## src/rtl/cdr_lock_pkg.sv

```systemverilog
package cdr_lock_pkg;
   typedef enum logic {DIR_DOWN = 1'b0, DIR_UP = 1'b1} sweep_dir_e;
   localparam int unsigned DEF_ACC_W   = 16;
   localparam int unsigned DEF_SHIFT   = 6;
   // two thirds of full scale expressed as 0.66 * 2^16
   localparam int unsigned DEF_TH_ON   = (66 * (1 << DEF_ACC_W)) / 100;
   localparam int unsigned DEF_HYST    = 2048;
endpackage

```

## src/rtl/qfrac_filter.sv

```systemverilog
module qfrac_filter #(
   parameter int unsigned ACC_W = 16,
   parameter int unsigned SHIFT = 6
) (
   input  logic             clk_i,
   input  logic             rst_i,
   input  logic             stb_i,
   input  logic             smp_i,
   output logic [ACC_W-1:0] level_o
);
   localparam logic [ACC_W:0] FULL = {1'b1, {ACC_W{1'b0}}};

   logic [ACC_W-1:0] lvl_q;
   logic [ACC_W:0]   gap;
   logic [ACC_W:0]   rise;
   logic [ACC_W-1:0] fall;
   logic [ACC_W-1:0] lvl_d;

   always_comb begin
      gap  = FULL - {1'b0, lvl_q};
      rise = gap >> SHIFT;
      fall = lvl_q >> SHIFT;
      if (smp_i) lvl_d = lvl_q + rise[ACC_W-1:0];
      else       lvl_d = lvl_q - fall;
   end

   always_ff @(posedge clk_i) begin
      if (rst_i)      lvl_q <= '0;
      else if (stb_i) lvl_q <= lvl_d;
   end

   assign level_o = lvl_q;
endmodule

```

## src/rtl/lock_hysteresis.sv

```systemverilog
module lock_hysteresis #(
   parameter int unsigned ACC_W  = 16,
   parameter int unsigned TH_ON  = 43253,
   parameter int unsigned TH_OFF = 41205
) (
   input  logic             clk_i,
   input  logic             rst_i,
   input  logic [ACC_W-1:0] level_i,
   output logic             plock_o
);
   localparam logic [ACC_W-1:0] ON_V  = ACC_W'(TH_ON);
   localparam logic [ACC_W-1:0] OFF_V = ACC_W'(TH_OFF);

   logic pl_q;

   always_ff @(posedge clk_i) begin
      if (rst_i)                        pl_q <= 1'b0;
      else if (!pl_q && level_i > ON_V) pl_q <= 1'b1;
      else if (pl_q && level_i < OFF_V) pl_q <= 1'b0;
   end

   assign plock_o = pl_q;
endmodule

```

## src/rtl/sweep_ctrl.sv

```systemverilog
module sweep_ctrl
   import cdr_lock_pkg::*;
(
   input  logic clk_i,
   input  logic rst_i,
   input  logic plock_i,
   input  logic sat_hi_i,
   input  logic sat_lo_i,
   output logic sweep_en_o,
   output logic sweep_up_o
);
   sweep_dir_e dir_q;

   always_ff @(posedge clk_i) begin
      if (rst_i)         dir_q <= DIR_UP;
      else if (!plock_i) begin
         if (sat_hi_i)      dir_q <= DIR_DOWN;
         else if (sat_lo_i) dir_q <= DIR_UP;
      end
   end

   assign sweep_en_o = !plock_i;
   assign sweep_up_o = (dir_q == DIR_UP);
endmodule

```

## src/rtl/out_gate.sv

```systemverilog
module out_gate (
   input  logic clk_i,
   input  logic rst_i,
   input  logic lock_i,
   input  logic rt_i,
   input  logic raw_i,
   input  logic reclock_en_i,
   output logic data_o
);
   logic held_q;

   always_ff @(posedge clk_i) begin
      if (rst_i)       held_q <= 1'b0;
      else if (lock_i) held_q <= rt_i;
   end

   assign data_o = reclock_en_i ? held_q : raw_i;
endmodule

```

## src/rtl/cdr_lock_guard.sv

```systemverilog
module cdr_lock_guard
   import cdr_lock_pkg::*;
#(
   parameter int unsigned ACC_W     = DEF_ACC_W,
   parameter int unsigned FILT_SHIFT = DEF_SHIFT,
   parameter int unsigned TH_ON     = DEF_TH_ON,
   parameter int unsigned HYST      = DEF_HYST
) (
   input  logic             clk_i,
   input  logic             rst_i,
   input  logic             edge_stb_i,
   input  logic             quad_smp_i,
   input  logic             int_sat_hi_i,
   input  logic             int_sat_lo_i,
   input  logic             rt_data_i,
   input  logic             raw_data_i,
   input  logic             reclock_en_i,
   output logic             lock_o,
   output logic             sweep_en_o,
   output logic             sweep_up_o,
   output logic [ACC_W-1:0] jitter_level_o,
   output logic             data_o
);
   localparam int unsigned TH_OFF = TH_ON - HYST;

   if (ACC_W < 4 || ACC_W > 30) begin : g_bad_width
      $error("cdr_lock_guard: ACC_W out of range");
   end
   if (FILT_SHIFT < 1 || FILT_SHIFT > ACC_W - 2) begin : g_bad_shift
      $error("cdr_lock_guard: FILT_SHIFT out of range");
   end
   if (TH_ON >= (1 << ACC_W) || HYST >= TH_ON) begin : g_bad_thresh
      $error("cdr_lock_guard: thresholds inconsistent");
   end

   logic [ACC_W-1:0] level;
   logic             plock;
   logic             data_present;

   qfrac_filter #(.ACC_W(ACC_W), .SHIFT(FILT_SHIFT)) u_filt (
      .clk_i   (clk_i),
      .rst_i   (rst_i),
      .stb_i   (edge_stb_i),
      .smp_i   (quad_smp_i),
      .level_o (level)
   );

   lock_hysteresis #(.ACC_W(ACC_W), .TH_ON(TH_ON), .TH_OFF(TH_OFF)) u_hyst (
      .clk_i   (clk_i),
      .rst_i   (rst_i),
      .level_i (level),
      .plock_o (plock)
   );

   sweep_ctrl u_sweep (
      .clk_i      (clk_i),
      .rst_i      (rst_i),
      .plock_i    (plock),
      .sat_hi_i   (int_sat_hi_i),
      .sat_lo_i   (int_sat_lo_i),
      .sweep_en_o (sweep_en_o),
      .sweep_up_o (sweep_up_o)
   );

   assign data_present = !(int_sat_hi_i || int_sat_lo_i);
   assign lock_o       = plock && data_present;

   out_gate u_gate (
      .clk_i        (clk_i),
      .rst_i        (rst_i),
      .lock_i       (lock_o),
      .rt_i         (rt_data_i),
      .raw_i        (raw_data_i),
      .reclock_en_i (reclock_en_i),
      .data_o       (data_o)
   );

   assign jitter_level_o = level;
endmodule

```

## config.mk

```make
export PLATFORM = sky130hd
export DESIGN_NAME = cdr_lock_guard
export DESIGN_NICKNAME = d
export VERILOG_FILES = /design/src/rtl/cdr_lock_pkg.sv /design/src/rtl/qfrac_filter.sv /design/src/rtl/lock_hysteresis.sv /design/src/rtl/sweep_ctrl.sv /design/src/rtl/out_gate.sv /design/src/rtl/cdr_lock_guard.sv
export SDC_FILE = /design/constraint.sdc
export NUM_CORES = 1
export LEC_CHECK = 0
export BUFFER_PORTS_ARGS = -buffer_cell sky130_fd_sc_hd__buf_2
export CAP_MARGIN = 25
export CORE_ASPECT_RATIO = 0.7
export CORE_MARGIN = 5
export CORE_UTILIZATION = 35
export CTS_CLUSTER_DIAMETER = 100
export DETAILED_ROUTE_END_ITERATION = 12
export GPL_TIMING_DRIVEN = 1
export PLACE_DENSITY = 0.6
export REMOVE_ABC_BUFFERS = 1
export SYNTH_ARGS = -nofsm -noshare
export SYNTH_HDL_FRONTEND = slang
export SYNTH_SLANG_ARGS = --single-unit
```

## constraint.sdc

```tcl
create_clock -name clk_i -period 4.2 [get_ports clk_i]
set_input_delay 0.63 -clock clk_i [delete_from_list [all_inputs] [get_ports clk_i]]
set_output_delay 0.63 -clock clk_i [all_outputs]
set_load 0.005 [all_outputs]
```

Yosys cells after proc, flatten, opt, wreduce, memory -nomap -nowiden
Index checks and enable logic that the tools add are counted.
- input port bits: 9
- flip-flop bits (word level): 19
- bitwise operators: 1
- muxes and demuxes: 6
- reduce and logical (&&, ||, !) cells: 9
- $add $sub $neg: 3
- magnitude comparators: 2
- operator list (cell ; number):
    $sub 17x16->17 const A ; 1
    $add 16x11->16 ; 1
    $gt 16x16->1 const B ; 1
    $lt 16x16->1 const B ; 1
    $mux 16 ; 1
    $sub 16x10->16 ; 1
    $mux 1 ; 5
    $reduce_bool 2->1 ; 2
    $logic_and 1x1->1 ; 3
    $logic_not 1->1 ; 2
    $reduce_and 2->1 ; 1
    $logic_or 1x1->1 ; 1
    $not 1->1 ; 1

Depth between registers and ports, before layout
Gate-level depths: netlist of run 1.
- word-level depth: 4
- mapped depth: 13
- mapped depth without buffers: 13

By module
Synthesis of run 1 repeated with hierarchy kept, for this count alone.
- cells, all modules: 251
- area, all modules: 1915.6 µm²
- modules (own cells, without submodules) (module ; area an instance (µm²) ; cells each ; instances):
    qfrac_filter ; 1696.6 ; 229 ; 1
    lock_hysteresis ; 103.8 ; 11 ; 1
    sweep_ctrl ; 53.8 ; 6 ; 1
    out_gate ; 48.8 ; 4 ; 1
    cdr_lock_guard ; 12.5 ; 1 ; 1

Worst setup path before layout of run 1
OpenSTA, ideal clock, no wires.
- kind: input to register
- start point: in quad_smp_i
- end point: reg u_filt.lvl_q[14], in the netlist u_filt.level_o[14]
- required time: 4104 ps
- library setup time: 96 ps
- buffers on the path: 1
- arrival: 2925 ps
- stages on the path: 9
- setup slack: 1180 ps
- path through: clkbuf_1 mux2_2 fa_1 a21o_1 a311oi_2 nor3b_1 o21ba_1 or4_1 o311ai_1
- word-level cells in the longest chain between the ends: 1
- ends and longest elaborated chain (what ; line ; RTL):
    start, declared ; cdr_lock_guard.sv:12 ; input logic quad_smp_i,
    $mux 16 ; qfrac_filter.sv:23 ; if (smp_i) lvl_d = lvl_q + rise[ACC_W-1:0];
    end signal, assigned ; qfrac_filter.sv:29 ; else if (stb_i) lvl_q <= lvl_d;
    end, declared ; qfrac_filter.sv:13 ; logic [ACC_W-1:0] lvl_q;
Every way passes these cells.
A chain may end at the register's enable or synchronous reset.

Final worst setup path of run 1
- start point: reg u_filt.lvl_q[0], in the netlist u_filt.level_o[0]
- end point: reg u_filt.lvl_q[11], in the netlist u_filt.level_o[11]
- word-level cells in the longest chain between the ends: 3
- elaborated cells on any way between the ends: 4
- classes of those cells: 3 x add/sub; 1 x mux
- ends and longest elaborated chain (what ; line ; RTL):
    $sub 17x16->17 ; qfrac_filter.sv:20 ; gap = FULL - {1'b0, lvl_q};
    $add 16x11->16 ; qfrac_filter.sv:23 ;
    $mux 16 * ; qfrac_filter.sv:23 ;
Every way passes the cells marked *; elsewhere a longest branch is shown, timed or not.

==> key figures, run 1 <==
Detailed routing
  – Routed Antenna Nets: 0
  – Vias/cell: roughly 5.6
  – 1st-pass router iterations: 4
  – Initial DRC count: 94
  – Routed WL: 5040 um
  – Routed len/inst: roughly 15 um
  – # DRC: 0
  – Via count: roughly 1800

Worst setup path
  – Most common cell on crit path: nand2_1
  – CP startpoint kind: flip-flop
  – Reg2reg setup slack: just under 900 ps
  – Crit-path max FO: 6
  – CP cell instances: nor4_1, nand2_1, nand2_1, nand2_1, nor3_1, xnor2_1, ha_1, a21oi_1, o21ai_0, or2_1, a311oi_1, nand3_1, a31oi_1
  – Setup crit end kind: flip-flop
  – Slowest cell delay on critical path: ~370 ps
  – Critical path type: reg -> reg
  – Critical path required time: 4390 ps
  – Slowest-stage cell, CP: nor4_1
  – CP arrival: 3520 ps

STA
  – Post-route minimum period: about 3300 ps
  – RSZ-0062 raised after global routing: no
  – Max Slew Vio Count: 0
  – Period utilisation layout: 79.3%
  – FMAX: around 0.3 GHz
  – Slew margin rel.: between 50% and 60%
  – Final Skew: roughly 1.4 ps
  – Post-route setup TNS: 0 ps
  – Worst Max-Slew Pin Slew: ~620 ps
  – Final Hold Viols: 0
  – Setup violators final: 0

Clocking
  – TritonCTS clock tree: yes
  – Number of gates resized after CTS: 0
  – Skew-Pair Late Insertion Delay: about 260 ps
  – Clock root cell: clkbuf_8
  – Clock-pin slew on the worst setup and hold paths: 80 ps
  – Htree depth: 1
  – CTS hold repair buffers: 0
  – TritonCTS Buffers: 3
  – Clk sink count: 19
  – Setup Fix Bufs, Post-CTS: 0
  – Bufs on Longest Clock Path: 2

Power and ir drop
  – Sw Share: between 50% and 60%
  – Clock network fraction of design power: roughly 7.0%
  – Flop pwr share: around a fifth
  – Internal power: between 0.9 and 1 mW
  – PD cells: around 920 mW/mm^2
  – Worst IR drop on VDD: 0.000371 V
  – LEAKAGE: ~0.93 nW
  – NetSw: 0.984 mW
  – Combinational power share: 74.1%

Yosys
  – Top FF cell, synth: dfxtp_1
  – Async set or reset register ratio after synthesis: 0%
  – Synth unique cells: 53
  – EDFF count, synth: 0
  – Flops & latches, synth: 19
  – Sequential-to-total area share from yosys stat: 20.8%
  – Avg Cell Area, Syn: about 8 um^2
  – Synth warn: 0
  – Mapped Cells: between 200 and 250
  – Cell Area, Synth: 0.00183 mm^2

Worst hold path
  – Worst min path class: reg -> reg

Finish
  – Layout cells sized above 1: between 10% and 20%
  – Fin area: around 0.0021 mm^2
  – Layout area overhead: 13.8%
  – Final cell count without fillers: around 330
  – Layout Nets: ~280
  – N_diodes: 0

GRT
  – GR Overflow Total: 0
  – Pin count of the biggest net entering global routing: 33
  – Vias in the first global route: 1627
  – First-pass GRT wire length: a little over 8000 um
  – Global router's overall resource usage: roughly 15%
  – Antenna violations before repair: 0

Place
  – Port-buffer cells: 28
  – Routability cong.: 0.893
  – DPL Wire Length: between 3000 and 4000 um
  – Placed cell count: between 300 and 400
  – Post-DP Area: 0.00204 mm^2

Die
  – Die Area: between 0.006 and 0.007 mm^2
  – Die span in y: ~70 um
  – Starting Density: 35.6%
  – Boundary Pins: 29
  – Die Wd: 96.5 um
  – FP Rows: 22
  – Core Area: between 0.005 and 0.006 mm^2

Run
  – Max Cap Viol: 0

Outcome
  – Status: complete, no violations
## synth_stat cells (5+ instances only)
cell type	n	area share, %
nand3_1	9	2.5
inv_1	8	1.6
nor2_1	19	3.9
a21oi_1	24	6.6
ha_1	18	12
nor3b_1	6	2.5
o21ai_0	11	3.0
dfxtp_1	19	21
xnor2_1	10	4.8
mux2i_1	9	4.9
nand2_1	15	3.1
xor2_1	7	3.3
a21o_1	5	2.0
nor3_1	6	1.6
## routing by layer
metal | GRT usage (%) | share of wire (%) | wire [um] | up-vias
li1 | - | - | - | 909
met1 | 24.1 | 54 | 2710 | 844
met2 | 21.0 | 37 | 1880 | 60
met3 | 3.88 | 8.5 | 427 | 2
met4 | 1.40 | 0.38 | 19 | 0
met5 | 0 | 0 | 0 | -
## final timing paths
kind,startpoint,cells after the start,end
worst max register to register,u_filt.level_o[0],13,u_filt.level_o[11]
worst max-delay path,u_filt.level_o[0],13,u_filt.level_o[11]
worst min register to register,u_gate.held_q,2,u_gate.held_q
worst min-delay path,u_gate.held_q,2,u_gate.held_q
## metrics by stage
stage / setup WS (ps) / total power, mW / hold WS, ps / util (%)
CTS: 885 / 1.91 / 503 / 40.5
floorplan: 1250 / 1.43 / 454 / -
finish: 871 / 1.92 / 494 / 40.5
global placement: 1020 / 1.76 / 479 / 39.6
global route: 569 / 2.12 / 574 / 40.5
detailed placement: 903 / 1.77 / 480 / 39.6
## critical path, delay by kind of cell, from the launching register on
family | cells | cell delay [ps]
flops | 1 | 360
fa+ha+maj | 1 | 320
xor+xnor | 1 | 150
compound gates | 4 | 1090
simple gates | 7 | 1320
## area by class of cell
type,instances,area [um^2]
multi-input cells,196,1400
fillers,562,3060
clock buffers,3,41.3
well taps,72,90.1
inverters,8,30.0
repair buffers,28,140
clock inverters,1,5.00
flip-flops and latches,19,380
## flip-flops by register name, summed over array words and instances, names as in the netlist
register / flops
u_filt.level_o: 16
u_gate.held_q: 1
u_hyst.plock_o: 1
u_sweep.sweep_up_o: 1
## logic make-up after synthesis
logic type | Yosys count | synth area share (%)
and+or+nand+nor | 81 | 24.6
AOI/OAI and AO/OA | 68 | 24.0
adders and majority gates | 19 | 13.4
DFF | 19 | 20.8
xor gates and xnor gates | 17 | 8.13
buffers and inverters | 14 | 2.94
muxes | 11 | 6.15
## cell usage in the layout (no fill, tap or decap), drive strengths merged, types with 3 or more instances in the layout
cell	Yosys	routed
a31oi	3	3
nand2b	4	4
a21oi	24	24
nand3	9	9
xnor2	10	10
nor3b	6	6
a21o	5	5
xor2	7	7
o211ai	3	3
o21ai	12	12
nor3	6	6
dfxtp	19	19
nand2	15	15
nor2	19	19
and3	3	3
inv	8	8
clkbuf	4	3
a211oi	4	4
mux2i	9	9
buf	2	28
ha	18	18
## power groups by stage
stage	logic (mW)	clock network [mW]	registers, mW
3_5_place_dp	1.40	0	0.364
3_3_place_gp	1.39	0	0.364
5_1_grt	1.59	0.151	0.374
6_report	1.42	0.135	0.361
4_1_cts	1.41	0.142	0.360
2_1_floorplan	1.10	0	0.331
Power figures use the tool's default switching activity.
==> inputs of run 2 (changes only) <==
--- a/config.mk
+++ b/config.mk
@@ -5,6 +5,7 @@
 export SDC_FILE = /design/constraint.sdc
 export NUM_CORES = 1
 export LEC_CHECK = 0
+export ABC_AREA = 1
 export BUFFER_PORTS_ARGS = -buffer_cell sky130_fd_sc_hd__buf_2
 export CAP_MARGIN = 25
 export CORE_ASPECT_RATIO = 0.7
@@ -13,7 +14,7 @@
 export CTS_CLUSTER_DIAMETER = 100
 export DETAILED_ROUTE_END_ITERATION = 12
 export GPL_TIMING_DRIVEN = 1
-export PLACE_DENSITY = 0.6
+export PLACE_DENSITY = 0.61
 export REMOVE_ABC_BUFFERS = 1
 export SYNTH_ARGS = -nofsm -noshare
 export SYNTH_HDL_FRONTEND = slang
==> constraint.sdc (replaced) <==
create_clock -name clk_i -period 2.8 [get_ports clk_i]
set_input_delay 0.42 -clock clk_i [delete_from_list [all_inputs] [get_ports clk_i]]
set_output_delay 0.42 -clock clk_i [all_outputs]
set_load 0.005 [all_outputs]
==> run 2 against run 1 <==
Compared with the run above:
- die area increased by 10%
- sequential power increased by 30%
- count of clock-buffer cells in the layout unchanged
- area after synthesis increased by 12%
- cell area increased by 18%
- sequential share of layout area decreased by 2.8 points
- critical path type unchanged
- critical endpoint is now u_filt.level_o[14]
- largest cell class unchanged
==> key figures, run 2 <==
Outcome
  – Status: complete, no violations

Clocking
  – Bufs on Longest Clock Path: 2
  – Htree depth: 1
  – TritonCTS clock tree: yes
  – Clock-pin slew on the worst setup and hold paths: 90 ps
  – Clk sink count: 19
  – Setup Fix Bufs, Post-CTS: 0
  – TritonCTS Buffers: 3
  – Skew-Pair Late Insertion Delay: 270 ps
  – Clock root cell: clkbuf_8

Yosys
  – Top FF cell, synth: dfxtp_1
  – Cell Area, Synth: 0.00205 mm^2
  – Top-area cell type share of the netlist area: 18.6%
  – Async set or reset register ratio after synthesis: 0%
  – Top-count cell post-synth: nand2_1
  – Flops & latches, synth: 19
  – Avg Cell Area, Syn: around 6 um^2
  – Synth top area cells: dfxtp_1 19%, nand2_1 16%, inv_1 13%, ha_1 11%, xor2_1 6.4%
  – Top post-synthesis cells by count: 88 x nand2_1, 70 x inv_1, 25 x a21oi_1, 25 x nor2_1, 23 x nand3_1
  – EDFF count, synth: 0
  – Mapped Cells: approximately 340
  – Largest area contributor in the netlist: dfxtp_1
  – Synth warn: 0
  – Synth unique cells: 30
  – Sequential-to-total area share from yosys stat: between 15 and 20%

Finish
  – Commonest cells after routing, fill and taps aside: 86 x nand2_1, 70 x inv_1, 28 x buf_2, 23 x nor2_1, 23 x nand3_1
  – Layout area overhead: 20.4%
  – Max FFs per register: 16
  – Layout Nets: 409
  – Most common cell after layout, fill and taps aside: nand2_1
  – Layout cells sized above 1: 19.5%
  – N_diodes: 0
  – Final cell count without fillers: between 400 and 500

Worst setup path
  – Critical path type: reg -> reg
  – Setup crit end kind: flip-flop
  – Worst r2r dst: u_filt.level_o[14]
  – CP startpoint kind: flip-flop
  – Reg2reg setup slack: slightly below 300 ps
  – CP arrival: between 2000 and 3000 ps
  – Critical R2R Launch: u_filt.level_o[2]
  – Critical path required time: 2970 ps
  – Reg2Reg Depth: 15
  – Crit-path max FO: 5

Die
  – FP Rows: 23
  – Die Wd: ~100 um
  – Die Area: 0.00750 mm^2
  – Die span in y: roughly 74 um
  – Boundary Pins: 29
  – Core Area: 0.00570 mm^2
  – Starting Density: between 30% and 40%

Run
  – Max Cap Viol: 0

Detailed routing
  – Via count: approximately 2200
  – Routed WL: around 6000 um
  – Met3 wire length: 403 um
  – # DRC: 0
  – Top Metal Used: met4
  – Routed len/inst: about 13 um
  – Initial DRC count: approximately 110
  – Met1 WL: between 3000 and 4000 um
  – 1st-pass router iterations: 4
  – Met2 routed WL: 2490 um
  – Vias/cell: between 4 and 5
  – Routed Antenna Nets: 0

Worst hold path
  – Worst min path class: in -> reg
  – Hold path startpoint: int_sat_hi_i
  – Hold Path Cell Cnt: 2
  – Hold endpoint: u_sweep.sweep_up_o

Power and ir drop
  – LEAKAGE: ~1.4 nW
  – PD cells: roughly 1400 mW/mm^2
  – Worst IR drop on VDD: ~0.00046 V

GRT
  – Pin count of the biggest net entering global routing: 19
  – GR Overflow Total: 0
  – First-pass GRT wire length: about 10000 um
  – Antenna violations before repair: 0
  – Global router's overall resource usage: about 17%
  – Vias in the first global route: between 2000 and 2500

STA
  – FMAX: 0.400 GHz
  – RSZ-0062 raised after global routing: no
  – Final Skew: roughly 6.7 ps
  – Post-route minimum period: 2500 ps
  – Period utilisation layout: about nine tenths
  – Max Slew Vio Count: 0
  – Slew margin rel.: 63.3%
  – Setup violators final: 0
  – Post-route setup TNS: 0 ps
  – Final Hold Viols: 0
  – Worst Max-Slew Pin Slew: ~550 ps

Place
  – Placed cell count: between 400 and 500
  – Routability cong.: between 0.8 and 0.9
  – DPL Wire Length: between 4000 and 5000 um
  – Port-buffer cells: 28
-- run 2: changes by cell type in the layout (fill, tap and decap cells not counted), sizes merged, moves of 4 or more --
| cell | before | now |
|---|---|---|
| xor2 | 7 | 15 |
| a21o | 5 | 0 |
| nand2b | 4 | 0 |
| nand2 | 15 | 94 |
| inv | 8 | 72 |
| xnor2 | 10 | 2 |
| nor3b | 6 | 0 |
| buf | 28 | 40 |
| nand3 | 9 | 25 |
| mux2i | 9 | 0 |
| nor2 | 19 | 27 |
-- run 2: report_power, final --
group	switching, mW	leakage [nW]	internal, mW	total (mW)
sequential	0.103	0.158	0.366	0.468
clock	0.111	0.0255	0.0995	0.210
combinational	1.75	1.24	1.06	2.81
total	1.96	1.42	1.52	3.48
-- run 2: repair_timing --
item / CTS / global route
endpoints found under the setup margin: 0 / 7
hold buffers: 0 / 0
gates resized for setup: 0 / 13
hold endpoints to repair: 0 / 0
-- run 2: cell families after synthesis --
kind of cell	Yosys count	synth area share, %
buf+inv	76	13.9
simple gates	163	35.9
xor+xnor	17	7.27
fa+ha+maj	19	12.0
compound gates	44	11.7
flops	19	18.6
mux	1	0.550
-- run 2: routing by layer --
layer  track usage [%]  vias to the layer above
li1                  -                     1149
met1              25.0                      979
met2              26.9                       53
met3              3.75                        6
met4              2.36                        0
met5                 0                        -
-- run 2: worst max path at each step --
stage          depth (start not counted)            endpoint  slack [ps]              start
3_5_place_dp                          15   u_filt.level_o[7]         180  u_filt.level_o[7]
3_3_place_gp                          15  u_filt.level_o[10]         220  u_filt.level_o[4]
4_1_cts                               15   u_filt.level_o[7]         160  u_filt.level_o[7]
6_report                              15  u_filt.level_o[14]         300  u_filt.level_o[2]
5_1_grt                               15  u_filt.level_o[14]           8  u_filt.level_o[2]
2_1_floorplan                         19  u_filt.level_o[13]         420  u_filt.level_o[6]
-- run 2: per-stage QoR --
stage	total power [mW]	setup slack, ps	cell area, um^2	hold WS [ps]	util, %
after detailed placement	3.14	183	2360	465	41.4
after floorplan	2.42	422	2040	460	-
final	3.48	298	2460	362	43.2
after global routing	3.94	7.91	2460	380	43.2
after global placement	3.13	220	2360	454	41.4
after CTS	3.38	159	2410	360	42.2
-- run 2: worst max-delay path, stage by stage (launching register included) --
cell,delay [ps]
dfxtp_1,370
nor2_2,160
nand3_2,120
nor2_1,120
xor2_1,80
o21ai_0,350
fa_1,300
nand2_1,90
a21oi_2,260
nand2_1,80
nand2_1,140
nand2_1,100
nand3_1,70
nand3_1,70
nand2_1,60
inv_1,30
-- run 2: cell type report --
| type | count | area (um^2) |
|---|---|---|
| Clock buffer | 3 | 41.3 |
| Clock inverter | 1 | 5.00 |
| Fill cell | 590 | 3230 |
| Inverter | 73 | 274 |
| Multi-Input combinational cell | 244 | 1440 |
| Sequential cell | 19 | 382 |
| Tap cell | 75 | 93.8 |
| Timing Repair Buffer | 40 | 230 |
==> inputs of run 3 (changes only) <==
--- a/config.mk
+++ b/config.mk
@@ -5,16 +5,15 @@
 export SDC_FILE = /design/constraint.sdc
 export NUM_CORES = 1
 export LEC_CHECK = 0
-export ABC_AREA = 1
 export BUFFER_PORTS_ARGS = -buffer_cell sky130_fd_sc_hd__buf_2
 export CAP_MARGIN = 25
 export CORE_ASPECT_RATIO = 0.7
-export CORE_MARGIN = 5
+export CORE_MARGIN = 10
 export CORE_UTILIZATION = 35
 export CTS_CLUSTER_DIAMETER = 100
 export DETAILED_ROUTE_END_ITERATION = 12
 export GPL_TIMING_DRIVEN = 1
-export PLACE_DENSITY = 0.61
+export PLACE_DENSITY = 0.62
 export REMOVE_ABC_BUFFERS = 1
 export SYNTH_ARGS = -nofsm -noshare
 export SYNTH_HDL_FRONTEND = slang
==> run 3 against run 2 <==
Compared with the run above:
- the flow now finishes with violations (negative setup slack)
- routed wire length is 7.7% higher
- total power is 22% higher
- sequential power is 4% lower
- global-route usage is 2.7 points lower
- clock skew is 0.57 ps higher
- count of clock-buffer cells in the layout is 1 higher
- via count is 5.6% lower
- largest power group unchanged
- maximum frequency is 18% lower
- cell area is 9.4% higher
- utilization is 12 points higher
- die area is 14% higher
- worst setup slack worse by 540 ps
==> key figures, run 3 (synthesized netlist as in run 1, its figures left out) <==
Outcome
  – Status: finished with violations
  – Failing checks: negative setup slack

Clocking
  – Clk sink count: 19
  – TritonCTS clock tree: yes
  – Clock-pin slew on the worst setup and hold paths: roughly 80 ps
  – Bufs on Longest Clock Path: 2
  – CTS hold repair buffers: 0
  – Htree depth: 1
  – Skew-Pair Late Insertion Delay: 270 ps
  – Clock root cell: clkbuf_8
  – TritonCTS Buffers: 3

Die
  – Die span in y: slightly above 80 um
  – Core Area: just under 0.005 mm^2
  – Boundary Pins: 29
  – Starting Density: 37.3%
  – FP Rows: 21
  – Die Wd: between 100 and 150 um
  – Die Area: 0.00857 mm^2

STA
  – Final Skew: just over 7 ps
  – Post-route setup TNS: -1050 ps
  – Worst Max-Slew Pin Slew: about 630 ps
  – FMAX: between 0.3 and 0.4 GHz
  – Slew margin rel.: between 50% and 60%
  – RSZ-0062 raised after global routing: yes
  – Post-route minimum period: roughly 3000 ps
  – Final Worst Setup Slack: -242 ps
  – Setup violators final: 8
  – Final Hold Viols: 0
  – Period utilisation layout: 109%
  – Max Slew Vio Count: 0

Finish
  – Fillers: 480
  – N_diodes: 0
  – Commonest cells after routing, fill and taps aside: 61 x buf_4, 28 x buf_2, 18 x nor2_1, 18 x a21oi_1, 18 x ha_1
  – Layout area overhead: 47.1%
  – Core Util, Final: between 50% and 60%
  – Layout cells sized above 1: 40.2%
  – Layout Nets: about 350
  – Most common cell after layout, fill and taps aside: buf_4
  – Max FFs per register: 16

Detailed routing
  – # DRC: 0
  – Routed WL: ~6500 um
  – Routed len/inst: 16.8 um
  – 1st-pass router iterations: 4
  – Routed Antenna Nets: 0
  – Initial DRC count: 110
  – Vias/cell: approximately 5.4
  – Via count: between 2000 and 2500

Worst setup path
  – CP arrival: 3180 ps
  – Critical path required time: between 2000 and 3000 ps
  – CP startpoint kind: flip-flop
  – Setup crit end kind: flip-flop
  – Crit-path max FO: 4
  – Critical path type: reg -> reg

GRT
  – Antenna violations before repair: 0
  – Global router's overall resource usage: between 10% and 20%
  – First-pass GRT wire length: just over 10000 um
  – Vias in the first global route: just over 2000
  – Pin count of the biggest net entering global routing: 33
  – GR Overflow Total: 0

Worst hold path
  – Worst min path class: in -> reg

Power and ir drop
  – Worst IR drop on VDD: between 0.0007 and 0.0008 V
  – PD cells: 1580 mW/mm^2
  – LEAKAGE: 1.27 nW

Place
  – DPL Wire Length: 4740 um
  – Port-buffer cells: 28
  – Routability cong.: around 0.95

Run
  – Max Cap Viol: 0
## run 3: cell count changes in the layout (fill, tap and decap cells not counted), sizes merged, moves of 9 or more
cell	before	now
buf	40	89
nand2	94	15
mux2i	0	9
nand3	25	9
inv	72	8
## run 3: path summary, 6_finish.rpt
kind,to,slack (ps),from,depth (start not counted)
max,u_filt.level_o[14],-240,u_filt.level_o[0],13
min,u_gate.held_q,400,rt_data_i,3
max reg2reg,u_filt.level_o[14],-240,u_filt.level_o[0],13
min reg2reg,u_gate.held_q,510,u_gate.held_q,2
## run 3: stage by stage
step / cell area, um^2 / power [mW] / hold WS, ps / cells / setup WS [ps]
floorplan: 1810 / 2.15 / 454 / 223 / -153
global placement: 2440 / 3.45 / 475 / 374 / -242
detailed placement: 2440 / 3.47 / 499 / 374 / -333
CTS: 2570 / 3.87 / 406 / 382 / -227
global route: 2700 / 4.60 / 404 / 385 / -375
finish: 2700 / 4.26 / 402 / 385 / -242
## run 3: what timing repair did
item | CTS | global route
gates resized for setup | 12 | 26
setup buffers | 4 | 3
pin swaps | 16 | 18
endpoints found under the setup margin | 8 | 11
## run 3: final cells by class
cell class	count	area (um^2)	area share, %
multi-input combinational	196	1550	57.6
timing repair buffer	89	598	22.2
sequential	19	383	14.2
tap	69	86.3	3.20
clock buffer	4	45.0	1.67
inverter	8	30.0	1.11
## run 3: routing by layer
layer	vias up	GRT usage [%]	part of all wire [%]
met5	-	0	0
met4	0	2.56	0.79
met3	7	4.55	7.9
met2	56	20.8	41
met1	976	20.7	51
li1	1026	-	-
## run 3: power breakdown
part	internal, mW	total (mW)	leakage [nW]	switching [mW]
Combinational	1.83	3.60	1.09	1.78
Sequential	0.363	0.451	0.157	0.0878
Clock	0.102	0.203	0.0228	0.102
Total	2.29	4.26	1.27	1.96
## run 3: critical path, cell delays in order (launching register included)
cell and delay, ps:
dfxtp_2 340, nor4_4 290, nand2_2 110, nor2_2 120, xnor2_1 80, mux2_4 280, fa_2 360, a21o_1 210
a311oi_4 340, nor3b_4 110, o21ba_1 190, buf_4 130, o2111ai_1 220, o311ai_2 140
